File: config.mk
export PLATFORM = sky130hd
export DESIGN_NAME = spi_bufstat
export DESIGN_NICKNAME = d
export VERILOG_FILES = /design/src/rtl/spi_bufstat_pkg.sv /design/src/rtl/spi_tx_buf.sv /design/src/rtl/spi_rx_buf.sv /design/src/rtl/spi_sticky_flags.sv /design/src/rtl/spi_bufstat.sv
export SDC_FILE = /design/constraint.sdc
export NUM_CORES = 1
export LEC_CHECK = 0
export BUFFER_PORTS_ARGS = -buffer_cell sky130_fd_sc_hd__buf_4
export CORE_UTILIZATION = 50
export CTS_CLUSTER_SIZE = 40
export DETAILED_ROUTE_END_ITERATION = 6
export PLACE_DENSITY = 0.83
export RECOVER_POWER = 100
export REMOVE_ABC_BUFFERS = 1
export SETUP_SLACK_MARGIN = 0.3
export SLEW_MARGIN = 20
export SYNTH_ARGS = -nofsm -noshare
export SYNTH_HDL_FRONTEND = slang
export SYNTH_HIERARCHICAL = 1
export SYNTH_SLANG_ARGS = --single-unit
File: constraint.sdc
create_clock -name clk_i -period 1.5 [get_ports clk_i]
set_input_delay 0.45 -clock clk_i [delete_from_list [all_inputs] [get_ports clk_i]]
set_output_delay 0.45 -clock clk_i [all_outputs]
set_load 0.1 [all_outputs]
File: src/rtl/spi_bufstat_pkg.sv
package spi_bufstat_pkg;
  // Error flag positions; the low bits of the status word and the clear mask.
  localparam int unsigned ERR_UNDERRUN = 0;
  localparam int unsigned ERR_OVERRUN  = 1;
  localparam int unsigned ERR_COLLIDE  = 2;
  localparam int unsigned NUM_ERR      = 3;
  // Read-only occupancy bits above the error flags.
  localparam int unsigned STS_TX_FULL  = NUM_ERR;
  localparam int unsigned STS_RX_FULL  = NUM_ERR + 1;
  localparam int unsigned STS_W        = NUM_ERR + 2;

  typedef logic [NUM_ERR-1:0] err_vec_t;
endpackage

File: src/rtl/spi_tx_buf.sv
module spi_tx_buf #(
  parameter int unsigned DATA_W = 8
) (
  input  logic              clk_i,
  input  logic              rst_ni,
  input  logic              wr_en_i,
  input  logic [DATA_W-1:0] wr_data_i,
  input  logic              ld_req_i,
  input  logic              send_zero_i,
  output logic [DATA_W-1:0] ld_data_o,
  output logic              full_o,
  output logic              underrun_evt_o,
  output logic              collide_raw_o
);
  logic              full_q, full_d;
  logic [DATA_W-1:0] buf_q;

  // A coinciding write wins: the new word stays pending.
  always_comb begin
    full_d = full_q;
    if (wr_en_i)       full_d = 1'b1;
    else if (ld_req_i) full_d = 1'b0;
  end

  always_ff @(posedge clk_i or negedge rst_ni) begin
    if (!rst_ni) begin
      full_q <= 1'b0;
      buf_q  <= '0;
    end else begin
      full_q <= full_d;
      if (wr_en_i) buf_q <= wr_data_i;
    end
  end

  assign ld_data_o      = (!full_q && send_zero_i) ? '0 : buf_q;
  assign full_o         = full_q;
  assign underrun_evt_o = ld_req_i & ~full_q;
  assign collide_raw_o  = ld_req_i & wr_en_i;


  wr_sets_full_chk: assert property (@(posedge clk_i) disable iff (!rst_ni)
    wr_en_i |=> full_q);

  load_empties_chk: assert property (@(posedge clk_i) disable iff (!rst_ni)
    ld_req_i && !wr_en_i |=> !full_q);

  write_kept_chk: assert property (@(posedge clk_i) disable iff (!rst_ni)
    wr_en_i |=> buf_q == $past(wr_data_i));

  zero_on_underrun_chk: assert property (@(posedge clk_i) disable iff (!rst_ni)
    ld_req_i && underrun_evt_o && send_zero_i |-> ld_data_o == '0);
endmodule

File: src/rtl/spi_rx_buf.sv
module spi_rx_buf #(
  parameter int unsigned DATA_W = 8
) (
  input  logic              clk_i,
  input  logic              rst_ni,
  input  logic              cap_en_i,
  input  logic [DATA_W-1:0] cap_data_i,
  input  logic              rd_en_i,
  input  logic              get_more_i,
  output logic [DATA_W-1:0] rd_data_o,
  output logic              full_o,
  output logic              overrun_evt_o
);
  logic              full_q, full_d;
  logic [DATA_W-1:0] buf_q;
  logic              keep_old;
  logic              buf_we;

  // The old word survives only if it is unread and the policy says keep.
  assign keep_old = full_q & ~rd_en_i & ~get_more_i;
  assign buf_we   = cap_en_i & ~keep_old;

  always_comb begin
    full_d = full_q;
    if (cap_en_i)     full_d = 1'b1;
    else if (rd_en_i) full_d = 1'b0;
  end

  always_ff @(posedge clk_i or negedge rst_ni) begin
    if (!rst_ni) begin
      full_q <= 1'b0;
      buf_q  <= '0;
    end else begin
      full_q <= full_d;
      if (buf_we) buf_q <= cap_data_i;
    end
  end

  assign rd_data_o     = buf_q;
  assign full_o        = full_q;
  assign overrun_evt_o = cap_en_i & full_q & ~rd_en_i;


  cap_sets_full_chk: assert property (@(posedge clk_i) disable iff (!rst_ni)
    cap_en_i |=> full_q);

  read_empties_chk: assert property (@(posedge clk_i) disable iff (!rst_ni)
    rd_en_i && !cap_en_i |=> !full_q);

  keep_old_word_chk: assert property (@(posedge clk_i) disable iff (!rst_ni)
    cap_en_i && full_q && !rd_en_i && !get_more_i |=> $stable(buf_q));

  overwrite_word_chk: assert property (@(posedge clk_i) disable iff (!rst_ni)
    cap_en_i && get_more_i |=> buf_q == $past(cap_data_i));
endmodule

File: src/rtl/spi_sticky_flags.sv
module spi_sticky_flags #(
  parameter int unsigned NUM_FLAGS = 3
) (
  input  logic                 clk_i,
  input  logic                 rst_ni,
  input  logic [NUM_FLAGS-1:0] evt_i,
  input  logic [NUM_FLAGS-1:0] clr_i,
  output logic [NUM_FLAGS-1:0] flag_o
);
  for (genvar g = 0; g < NUM_FLAGS; g++) begin : g_flag
    logic flag_q, flag_d;

    // The event is ORed in after the clear, so it wins a same-cycle race.
    always_comb begin
      flag_d = (flag_q & ~clr_i[g]) | evt_i[g];
    end

    always_ff @(posedge clk_i or negedge rst_ni) begin
      if (!rst_ni) flag_q <= 1'b0;
      else         flag_q <= flag_d;
    end

    assign flag_o[g] = flag_q;


    event_sets_chk: assert property (@(posedge clk_i) disable iff (!rst_ni)
      evt_i[g] |=> flag_q);

    sticky_hold_chk: assert property (@(posedge clk_i) disable iff (!rst_ni)
      flag_q && !clr_i[g] |=> flag_q);

    clear_works_chk: assert property (@(posedge clk_i) disable iff (!rst_ni)
      clr_i[g] && !evt_i[g] |=> !flag_q);
  end
endmodule

File: src/rtl/spi_bufstat.sv
module spi_bufstat
  import spi_bufstat_pkg::*;
#(
  parameter int unsigned DATA_W = 8
) (
  input  logic                clk_i,
  input  logic                rst_ni,
  input  logic                cfg_send_zero_i,
  input  logic                cfg_get_more_i,
  input  logic                cfg_slave_i,
  input  logic                cfg_cpha_i,
  input  logic                bus_tx_wr_i,
  input  logic [DATA_W-1:0]   bus_tx_data_i,
  input  logic                bus_rx_rd_i,
  output logic [DATA_W-1:0]   bus_rx_data_o,
  input  logic [NUM_ERR-1:0]  sts_clr_i,
  output logic [STS_W-1:0]    sts_o,
  input  logic                sh_load_req_i,
  output logic [DATA_W-1:0]   sh_load_data_o,
  input  logic                sh_done_i,
  input  logic [DATA_W-1:0]   sh_rx_data_i
);
  // Reset: asserted asynchronously, released after two clock edges.
  logic [1:0] rst_pipe_q;
  logic       rst_sync_n;

  always_ff @(posedge clk_i or negedge rst_ni) begin
    if (!rst_ni) rst_pipe_q <= 2'b00;
    else         rst_pipe_q <= {rst_pipe_q[0], 1'b1};
  end
  assign rst_sync_n = rst_pipe_q[1];

  logic     tx_full, rx_full;
  logic     underrun_evt, overrun_evt, collide_raw;
  logic     collide_blind;
  err_vec_t err_evt, err_flag;

  spi_tx_buf #(.DATA_W(DATA_W)) i_tx (
    .clk_i          (clk_i),
    .rst_ni         (rst_sync_n),
    .wr_en_i        (bus_tx_wr_i),
    .wr_data_i      (bus_tx_data_i),
    .ld_req_i       (sh_load_req_i),
    .send_zero_i    (cfg_send_zero_i),
    .ld_data_o      (sh_load_data_o),
    .full_o         (tx_full),
    .underrun_evt_o (underrun_evt),
    .collide_raw_o  (collide_raw)
  );

  spi_rx_buf #(.DATA_W(DATA_W)) i_rx (
    .clk_i         (clk_i),
    .rst_ni        (rst_sync_n),
    .cap_en_i      (sh_done_i),
    .cap_data_i    (sh_rx_data_i),
    .rd_en_i       (bus_rx_rd_i),
    .get_more_i    (cfg_get_more_i),
    .rd_data_o     (bus_rx_data_o),
    .full_o        (rx_full),
    .overrun_evt_o (overrun_evt)
  );

  // Slave with phase 0 cannot see a collision in time; report none.
  assign collide_blind = cfg_slave_i & ~cfg_cpha_i;

  always_comb begin
    err_evt               = '0;
    err_evt[ERR_UNDERRUN] = underrun_evt;
    err_evt[ERR_OVERRUN]  = overrun_evt;
    err_evt[ERR_COLLIDE]  = collide_raw & ~collide_blind;
  end

  spi_sticky_flags #(.NUM_FLAGS(NUM_ERR)) i_flags (
    .clk_i  (clk_i),
    .rst_ni (rst_sync_n),
    .evt_i  (err_evt),
    .clr_i  (sts_clr_i),
    .flag_o (err_flag)
  );

  always_comb begin
    sts_o              = '0;
    sts_o[NUM_ERR-1:0] = err_flag;
    sts_o[STS_TX_FULL] = tx_full;
    sts_o[STS_RX_FULL] = rx_full;
  end


  underrun_flag_chk: assert property (@(posedge clk_i) disable iff (!rst_sync_n)
    sh_load_req_i && !sts_o[STS_TX_FULL] |=> sts_o[ERR_UNDERRUN]);

  overrun_flag_chk: assert property (@(posedge clk_i) disable iff (!rst_sync_n)
    sh_done_i && sts_o[STS_RX_FULL] && !bus_rx_rd_i |=> sts_o[ERR_OVERRUN]);

  collide_flag_chk: assert property (@(posedge clk_i) disable iff (!rst_sync_n)
    bus_tx_wr_i && sh_load_req_i && (!cfg_slave_i || cfg_cpha_i) |=> sts_o[ERR_COLLIDE]);

  collide_blind_chk: assert property (@(posedge clk_i) disable iff (!rst_sync_n)
    cfg_slave_i && !cfg_cpha_i && !sts_o[ERR_COLLIDE] |=> !sts_o[ERR_COLLIDE]);
endmodule

==> results of run 1 <==
[how the worst min path moves through the flow]
stage / slack (ps) / startpoint / depth (start not counted) / endpoint
global placement: 190 / rst_pipe_q[1] / 0 / i_rx/rd_data_o[0]
CTS: 210 / rst_pipe_q[1] / 0 / i_rx/rd_data_o[0]
detailed placement: 190 / rst_pipe_q[1] / 0 / i_rx/rd_data_o[0]
floorplan: 150 / rst_ni / 0 / rst_pipe_q[0]
global route: 240 / rst_pipe_q[1] / 0 / i_rx/rd_data_o[1]
finish: 200 / rst_pipe_q[1] / 0 / i_rx/rd_data_o[7]
[metal layers]
| metal | global-route usage, % | up-vias |
|---|---|---|
| met1 | 32.4 | 505 |
| li1 | - | 447 |
| met4 | 11.6 | 0 |
| met3 | 3.33 | 10 |
| met5 | 0 | - |
| met2 | 49.6 | 29 |
[Yosys cell counts (all sizes together), types with 3 or more instances]
| cell type | count |
|---|---|
| clkbuf | 3 |
| nand4bb | 8 |
| nand2 | 8 |
| inv | 6 |
| a21o | 5 |
| nand2b | 9 |
| and2 | 9 |
| buf | 7 |
| dfrtp | 23 |
| o211ai | 8 |
| mux2 | 8 |
[cell families after synthesis]
logic type             count (synthesis)
and+or+nand+nor                       37
other                                  1
buffers and inverters                 16
muxes                                  8
AOI/OAI and AO/OA                     14
DFF                                   23
[through the flow]
stage                     hold slack (ps)  TNS [ps]  util (%)
after floorplan                       154     -9370         -
after global placement                187     -14.6      68.7
after detailed placement              193      -295      68.7
after CTS                             208     -1480      86.3
after global routing                  235     -2120      86.7
final                                 199     -1680      86.7
[state kept, by name, indices dropped and copies added (netlist names)]
name	count
i_rx/rd_data_o	8
i_tx/buf_q	8
i_flags/g_flag.flag_q	3
rst_pipe_q	2
i_rx/full_o	1
i_tx/full_o	1
[area by class of cell]
type / count / area, um2
Clock buffer: 3 / 22.5
Clock inverter: 1 / 5.00
Fill cell: 110 / 295
Inverter: 6 / 22.5
Multi-Input combinational cell: 60 / 497
Sequential cell: 23 / 578
Tap cell: 28 / 35.0
Timing Repair Buffer: 65 / 757
[where the power goes]
group	total (mW)	internal [mW]	switching, mW
Combinational	1.07	0.432	0.637
Clock	0.299	0.0998	0.199
Sequential	0.753	0.684	0.0684
[what timing repair did]
item | in CTS | in global routing
hold buffers | 1 | 0
gates resized for setup | 72 | 5
buffers inserted | 9 | 4
setup endpoints to repair | 21 | 30
pin swaps | 9 | 1
hold endpoints to repair | 2 | 0
==> results by group, run 1 <==
Final layout
  • Area growth, synth to finish: 63.5%
  • Most frequent cells in the layout: 36 x buf_4, 21 x dfrtp_1, 21 x buf_12
  • Layout cells sized above 1: 51.9%
  • Final instance area: 0.00192 mm2
  • Commonest non-fill, non-tap cell in the layout: buf_4
  • Ant. Diodes: 0
  • Nets: 188
  • Post-layout instance count excluding filler cells: 186

Timing
  • Hold Violations, Final: 0
  • Period utilisation layout: 114%
  • Final setup violating endpoints: 9
  • Min Tclk post-route: 1700 ps
  • Fmax: 587 MHz
  • Worst slew pin tran: 648 ps
  • Setup WS post-layout: -203 ps
  • Final Slew Violations: 0
  • Fin Clk Skew: 1.57 ps
  • RSZ-0062 raised after global routing: true
  • Slew margin rel.: 56.8%

Synth
  • #FFs+latches synth: 23
  • Post-Synth Simple-Gate Area: 23.2%
  • Synth Instances: 99
  • Largest area contributor in the netlist: dfrtp_1
  • Ys Warns: 6
  • Synth Cell Area: 0.00117 mm2
  • Post-synthesis compound-gate area fraction: 9.18%
  • Mux share of post-synthesis cell area: 10.2%
  • Post-synthesis cell type count: 21
  • Avg Inst Size Synth: 11.8 um2
  • Ys flop type: dfrtp_1
  • Top cell type's share of synthesized area: 49.1%
  • Main combinational cell family by area after synthesis: simple AND/OR/NAND/NOR gates
  • Post-Synth Adder-Cell Area: 0%
  • Seq/Total Area, Yosys: 49.1%
  • Synth Area in XOR/XNOR: 0%
  • Post-synth EDFFs: 0
  • Post-synth ARST share: 100%
  • Synth top area cells: dfrtp_1 49%, mux2_4 10%, nand4bb_1 7.7%

Place
  • Cells after DPL: 168
  • Dpl hpwl: 1.85 mm
  • Gpl congestion: 0.701
  • Setup WS pre-CTS: -48.6 ps
  • DP Area: 0.00152 mm2
  • Port bufs: 49

Setup path
  • Slowest-stage cell, CP: dfrtp_1
  • CP endpoint: sh_load_data_o[6]
  • Worst r2r path cells: 4
  • Critical Path AT: 1250 ps
  • Ordered list of cells on the worst path: nand2b_4, and2_4, buf_12
  • Critical path depth: 3
  • R2R Path Start: i_rx/full_o
  • Reg2reg end: i_rx/rd_data_o[0]
  • Crit path max-delay family: flip-flops
  • Critical path fanouts, max: 8
  • Register-to-register setup slack: 320 ps
  • CP Class: reg -> out
  • Largest stage delay, worst path: 420 ps
  • Setup crit start kind: flop
  • Worst path buffer plus inverter count: 1
  • Worst Setup SP: i_tx/full_o
  • CP Capture Type: output port
  • WP data required: 1050 ps

Global routing
  • Largest net degree at the start of global routing: 19
  • Initial antenna violation count: 0
  • First-pass GRT wire length: 4.94 mm
  • Vias in the first global route: 997
  • Overflow after GRT: 0
  • GRT Total Usage: 27.4%

Drt
  • Antenna Nets Post-Route: 0
  • Wire length on met1: 1.47 mm
  • Drt first pass iters: 4
  • WL met2: 1.89 mm
  • Drt wl/cell: 19.0 um
  • Post-route DRC: 0
  • Met3 wire length: 94 um
  • Vias per cell: 5.33
  • Initial DRC Count: 15
  • Highest metal used: met4
  • Via count: 991
  • Detailed Route WL: 3.54 mm

Pwr
  • Final Power: 2.12 mW
  • Pwr Density: 1110 mW/mm2
  • Leak: 0.923 nW
  • VDD IR max: 927 uV

Clocking
  • Register clock-pin slew on the reported worst setup and hold paths: 130 ps
  • H-tree levels: 1
  • Clock latency on the worst-skew pair: 310 ps
  • CTS tree: done
  • Clk buf depth: 2
  • Total CTS buffers: 3
  • Clock Sinks: 23
  • Clock Root Buffer: clkbuf_4

Die
  • Die area: 0.00254 mm2
  • Core ar.: 0.00221 mm2
  • Cell Rows: 17
  • Number of placed I/O pins: 50
  • DIE HEIGHT: 50.4 um
  • Die X: 50.4 um
  • Initial core utilization: 53.0%

Status
  • Status: finished with violations
  • Failing checks: setup timing

Job
  • Max-cap violations: 0

Worst hold path
  • Worst hold path type: reg -> async
Power figures use the tool's default switching activity.
==> run 2, diff against run 1 <==
--- a/config.mk
+++ b/config.mk
@@ -5,8 +5,9 @@
 export SDC_FILE = /design/constraint.sdc
 export NUM_CORES = 1
 export LEC_CHECK = 0
+export ABC_AREA = 1
 export BUFFER_PORTS_ARGS = -buffer_cell sky130_fd_sc_hd__buf_4
-export CORE_UTILIZATION = 50
+export CORE_UTILIZATION = 48
 export CTS_CLUSTER_SIZE = 40
 export DETAILED_ROUTE_END_ITERATION = 6
 export PLACE_DENSITY = 0.83
==> run 2 against run 1 <==
Effect of this change:
- the flow still finishes with violations (setup timing)
- via count is 2.4% higher
- clock power is 5% lower
- worst hold slack better by 4.3 ps
- area after synthesis is 11% lower
- first-iteration DRC count rose to 2.5 times the previous value
- utilization rose by 3.2 points
- count of clock-buffer cells in the layout is 1 higher
- register-to-register slack got worse by 30 ps
- critical endpoint is now sh_load_data_o[0]
- largest cell class unchanged
- largest power group unchanged
==> results by group, run 2 <==
Setup path
  • R2R Path Start: i_rx/full_o
  • Critical path fanouts, max: 9 (+1)
  • CP Capture Type: output port
  • Worst Setup SP: i_tx/full_o
  • WP data required: 1050 ps (about the same)
  • Setup crit start kind: flop
  • Critical Path AT: 1230 ps (-20 ps)
  • CP Class: reg -> out

Pwr
  • Pint: 1.12 mW (-8.0%)
  • Share of power burned in registers: 37.5% (+2.0 points)
  • Sw Pwr: 0.848 mW (-6.3%)
  • Net Sw Frac: 43.1% (+0.47 points)
  • Leak: 0.925 nW (+0.19%)
  • Comb power frac: 48.1% (-2.3 points)
  • Pwr Density: 1090 mW/mm2 (-1.2%)
  • Power share of the clock group: 14.4% (+0.3 points)
  • VDD IR max: 942 uV (+1.6%)

Clocking
  • Clock Sinks: 23 (unchanged)
  • CTS tree: done
  • Clock latency on the worst-skew pair: 320 ps (about the same)
  • H-tree levels: 1 (unchanged)
  • Total CTS buffers: 3 (unchanged)
  • Register clock-pin slew on the reported worst setup and hold paths: 120 ps (about the same)
  • Clock Root Buffer: clkbuf_4
  • Clk buf depth: 2 (unchanged)

Drt
  • Drt first pass iters: 4 (unchanged)
  • Drt wl/cell: 17.0 um (-11%)
  • Detailed Route WL: 3.38 mm (-4.4%)
  • Vias per cell: 5.10 (-4.3%)
  • Antenna Nets Post-Route: 0 (unchanged)
  • Initial DRC Count: 38 (+23)
  • Via count: 1015 (+2.4%)
  • Post-route DRC: 0 (unchanged)

Synth
  • Post-synth ARST share: 100% (unchanged)
  • Synth Instances: 118 (+19%)
  • Ys Warns: 6 (unchanged)
  • Seq/Total Area, Yosys: 55.4% (+6.3 points)
  • Ys flop type: dfrtp_1
  • Post-synthesis cell type count: 19 (-9.5%)
  • Post-synth top cells: 31 x nand2_1, 23 x dfrtp_1, 21 x inv_1
  • Avg Inst Size Synth: 8.81 um2 (-26%)
  • Most frequent cell after synthesis: nand2_1
  • #FFs+latches synth: 23 (unchanged)
  • Synth Cell Area: 0.00104 mm2 (-11%)
  • Largest area contributor in the netlist: dfrtp_1
  • Post-synth EDFFs: 0 (unchanged)
  • Synth top area cells: dfrtp_1 55%, nand2_1 11%, inv_1 7.6%
  • Top cell type's share of synthesized area: 55.4% (+6.3 points)

Status
  • Failing checks: setup timing
  • Status: finished with violations

Timing
  • Period utilisation layout: 112% (-1.9 points)
  • Worst slew pin tran: 561 ps (-87.4 ps)
  • Final setup violating endpoints: 9 (unchanged)
  • Hold Violations, Final: 0 (unchanged)
  • Slew margin rel.: 62.6% (+5.8 points)
  • Final Slew Violations: 0 (unchanged)
  • Fin Clk Skew: 10.8 ps (+9.22 ps)
  • Setup WS post-layout: -175 ps (+27.8 ps)
  • Min Tclk post-route: 1680 ps (-27.8 ps)
  • Fmax: 597 MHz (+1.7%)
  • RSZ-0062 raised after global routing: true

Global routing
  • Largest net degree at the start of global routing: 19 (unchanged)
  • Overflow after GRT: 0 (unchanged)
  • First-pass GRT wire length: 4.73 mm (-4.3%)
  • Vias in the first global route: 1050 (+5.3%)
  • GRT Total Usage: 28.3% (+0.88 points)
  • Initial antenna violation count: 0 (unchanged)

Place
  • DP Area: 0.00137 mm2 (-9.8%)
  • Cells after DPL: 186 (+11%)
  • Setup WS pre-CTS: -63.6 ps (-15.0 ps)
  • Gpl congestion: 0.813 (+16%)
  • Dpl hpwl: 1.72 mm (-7.1%)
  • Port bufs: 49 (unchanged)

Die
  • Cell Rows: 16 (-1)
  • Die X: 48.5 um (-3.7%)
  • Core ar.: 0.00200 mm2 (-9.5%)
  • Number of placed I/O pins: 50 (unchanged)
  • Die area: 0.00236 mm2 (-7.3%)
  • Initial core utilization: 51.9% (-1.1 points)
  • DIE HEIGHT: 48.5 um (-3.7%)

Worst hold path
  • Worst hold path type: reg -> async

Final layout
  • Multi-input gate area: 380 um2 (-23%)
  • Nets: 202 (+7.4%)
  • Commonest non-fill, non-tap cell in the layout: buf_4
  • Final instance area: 0.00180 mm2 (-6.1%)
  • Ant. Diodes: 0 (unchanged)
  • Area growth, synth to finish: 73.0%
  • Post-layout instance count excluding filler cells: 199 (+7.0%)
  • Fill cells: 85 (-23%)
  • Sequential cell area: 576 um2 (-0.43%)
  • Most frequent cells in the layout: 34 x buf_4, 23 x nand2_1, 23 x dfrtp_1
  • Layout cells sized above 1: 46.5% (-5.4 points)

Job
  • Max-cap violations: 0 (unchanged)
-- run 2: metrics by stage --
stage / utilization (%) / setup TNS (ps) / power (mW) / hold slack, ps
after global routing: 89.9 / -1740 / 2.03 / 227
final: 89.9 / -1300 / 1.97 / 203
after detailed placement: 68.4 / -85.5 / 1.43 / 193
after CTS: 86.6 / -1140 / 1.90 / 201
after floorplan: - / -12490 / 1.23 / 154
after global placement: 68.4 / -5.06 / 1.41 / 190
-- run 2: area by class of cell --
| cell class | instances | share of cell area (%) |
|---|---|---|
| clock buffers | 4 | 1.46 |
| inverters | 23 | 4.94 |
| multi-input cells | 63 | 21.1 |
| flip-flops and latches | 23 | 32.0 |
| well taps | 27 | 1.88 |
| repair buffers | 59 | 38.6 |
-- run 2: power groups by stage --
| stage | registers, mW | clock network [mW] | logic (mW) |
|---|---|---|---|
| floorplan | 0.990 | 0 | 0.241 |
| global placement | 0.720 | 0 | 0.695 |
| detailed placement | 0.723 | 0 | 0.706 |
| CTS | 0.729 | 0.283 | 0.893 |
| global route | 0.743 | 0.311 | 0.972 |
| finish | 0.737 | 0.284 | 0.946 |
-- run 2: worst paths after layout --
check / endpoint / depth (start not counted) / slack (ps)
worst max-delay path: sh_load_data_o[0] / 3 / -180
worst min-delay path: i_rx/full_o / 0 / 200
worst max register to register: i_rx/rd_data_o[0] / 6 / 290
worst min register to register: i_rx/full_o / 0 / 200
max in group asynchronous: i_tx/buf_q[7] / 1 / 440
min in group clk_i: i_tx/full_o / 2 / 330
-- run 2: what timing repair did --
item,4_1_cts,5_1_grt
gates resized for setup,71,12
hold buffers,1,0
hold endpoints to repair,2,0
pin swaps,1,2
buffers inserted,4,4
endpoints found under the setup margin,21,21
-- run 2: layer usage --
layer	wire length (um)	track usage [%]	part of all wire [%]
met4	118	14.2	3.5
met3	132	6.60	3.9
met5	0	0	0
met1	1230	23.8	36
met2	1900	58.9	56
-- run 2: logic make-up (layout without fill, tap and decap cells) --
logic type      after synthesis  after routing  synth area share, %
compound gates               19             19                 9.75
simple gates                 43             43                 18.7
flops                        23             23                 55.4
other cells                   1              1                0.361
buf+inv                      32             86                 15.9
-- run 2: critical path, cell delays in order (launching register included) --
cell and delay (ps):
dfrtp_1 410, inv_4 110, a21oi_2 180, buf_8 220
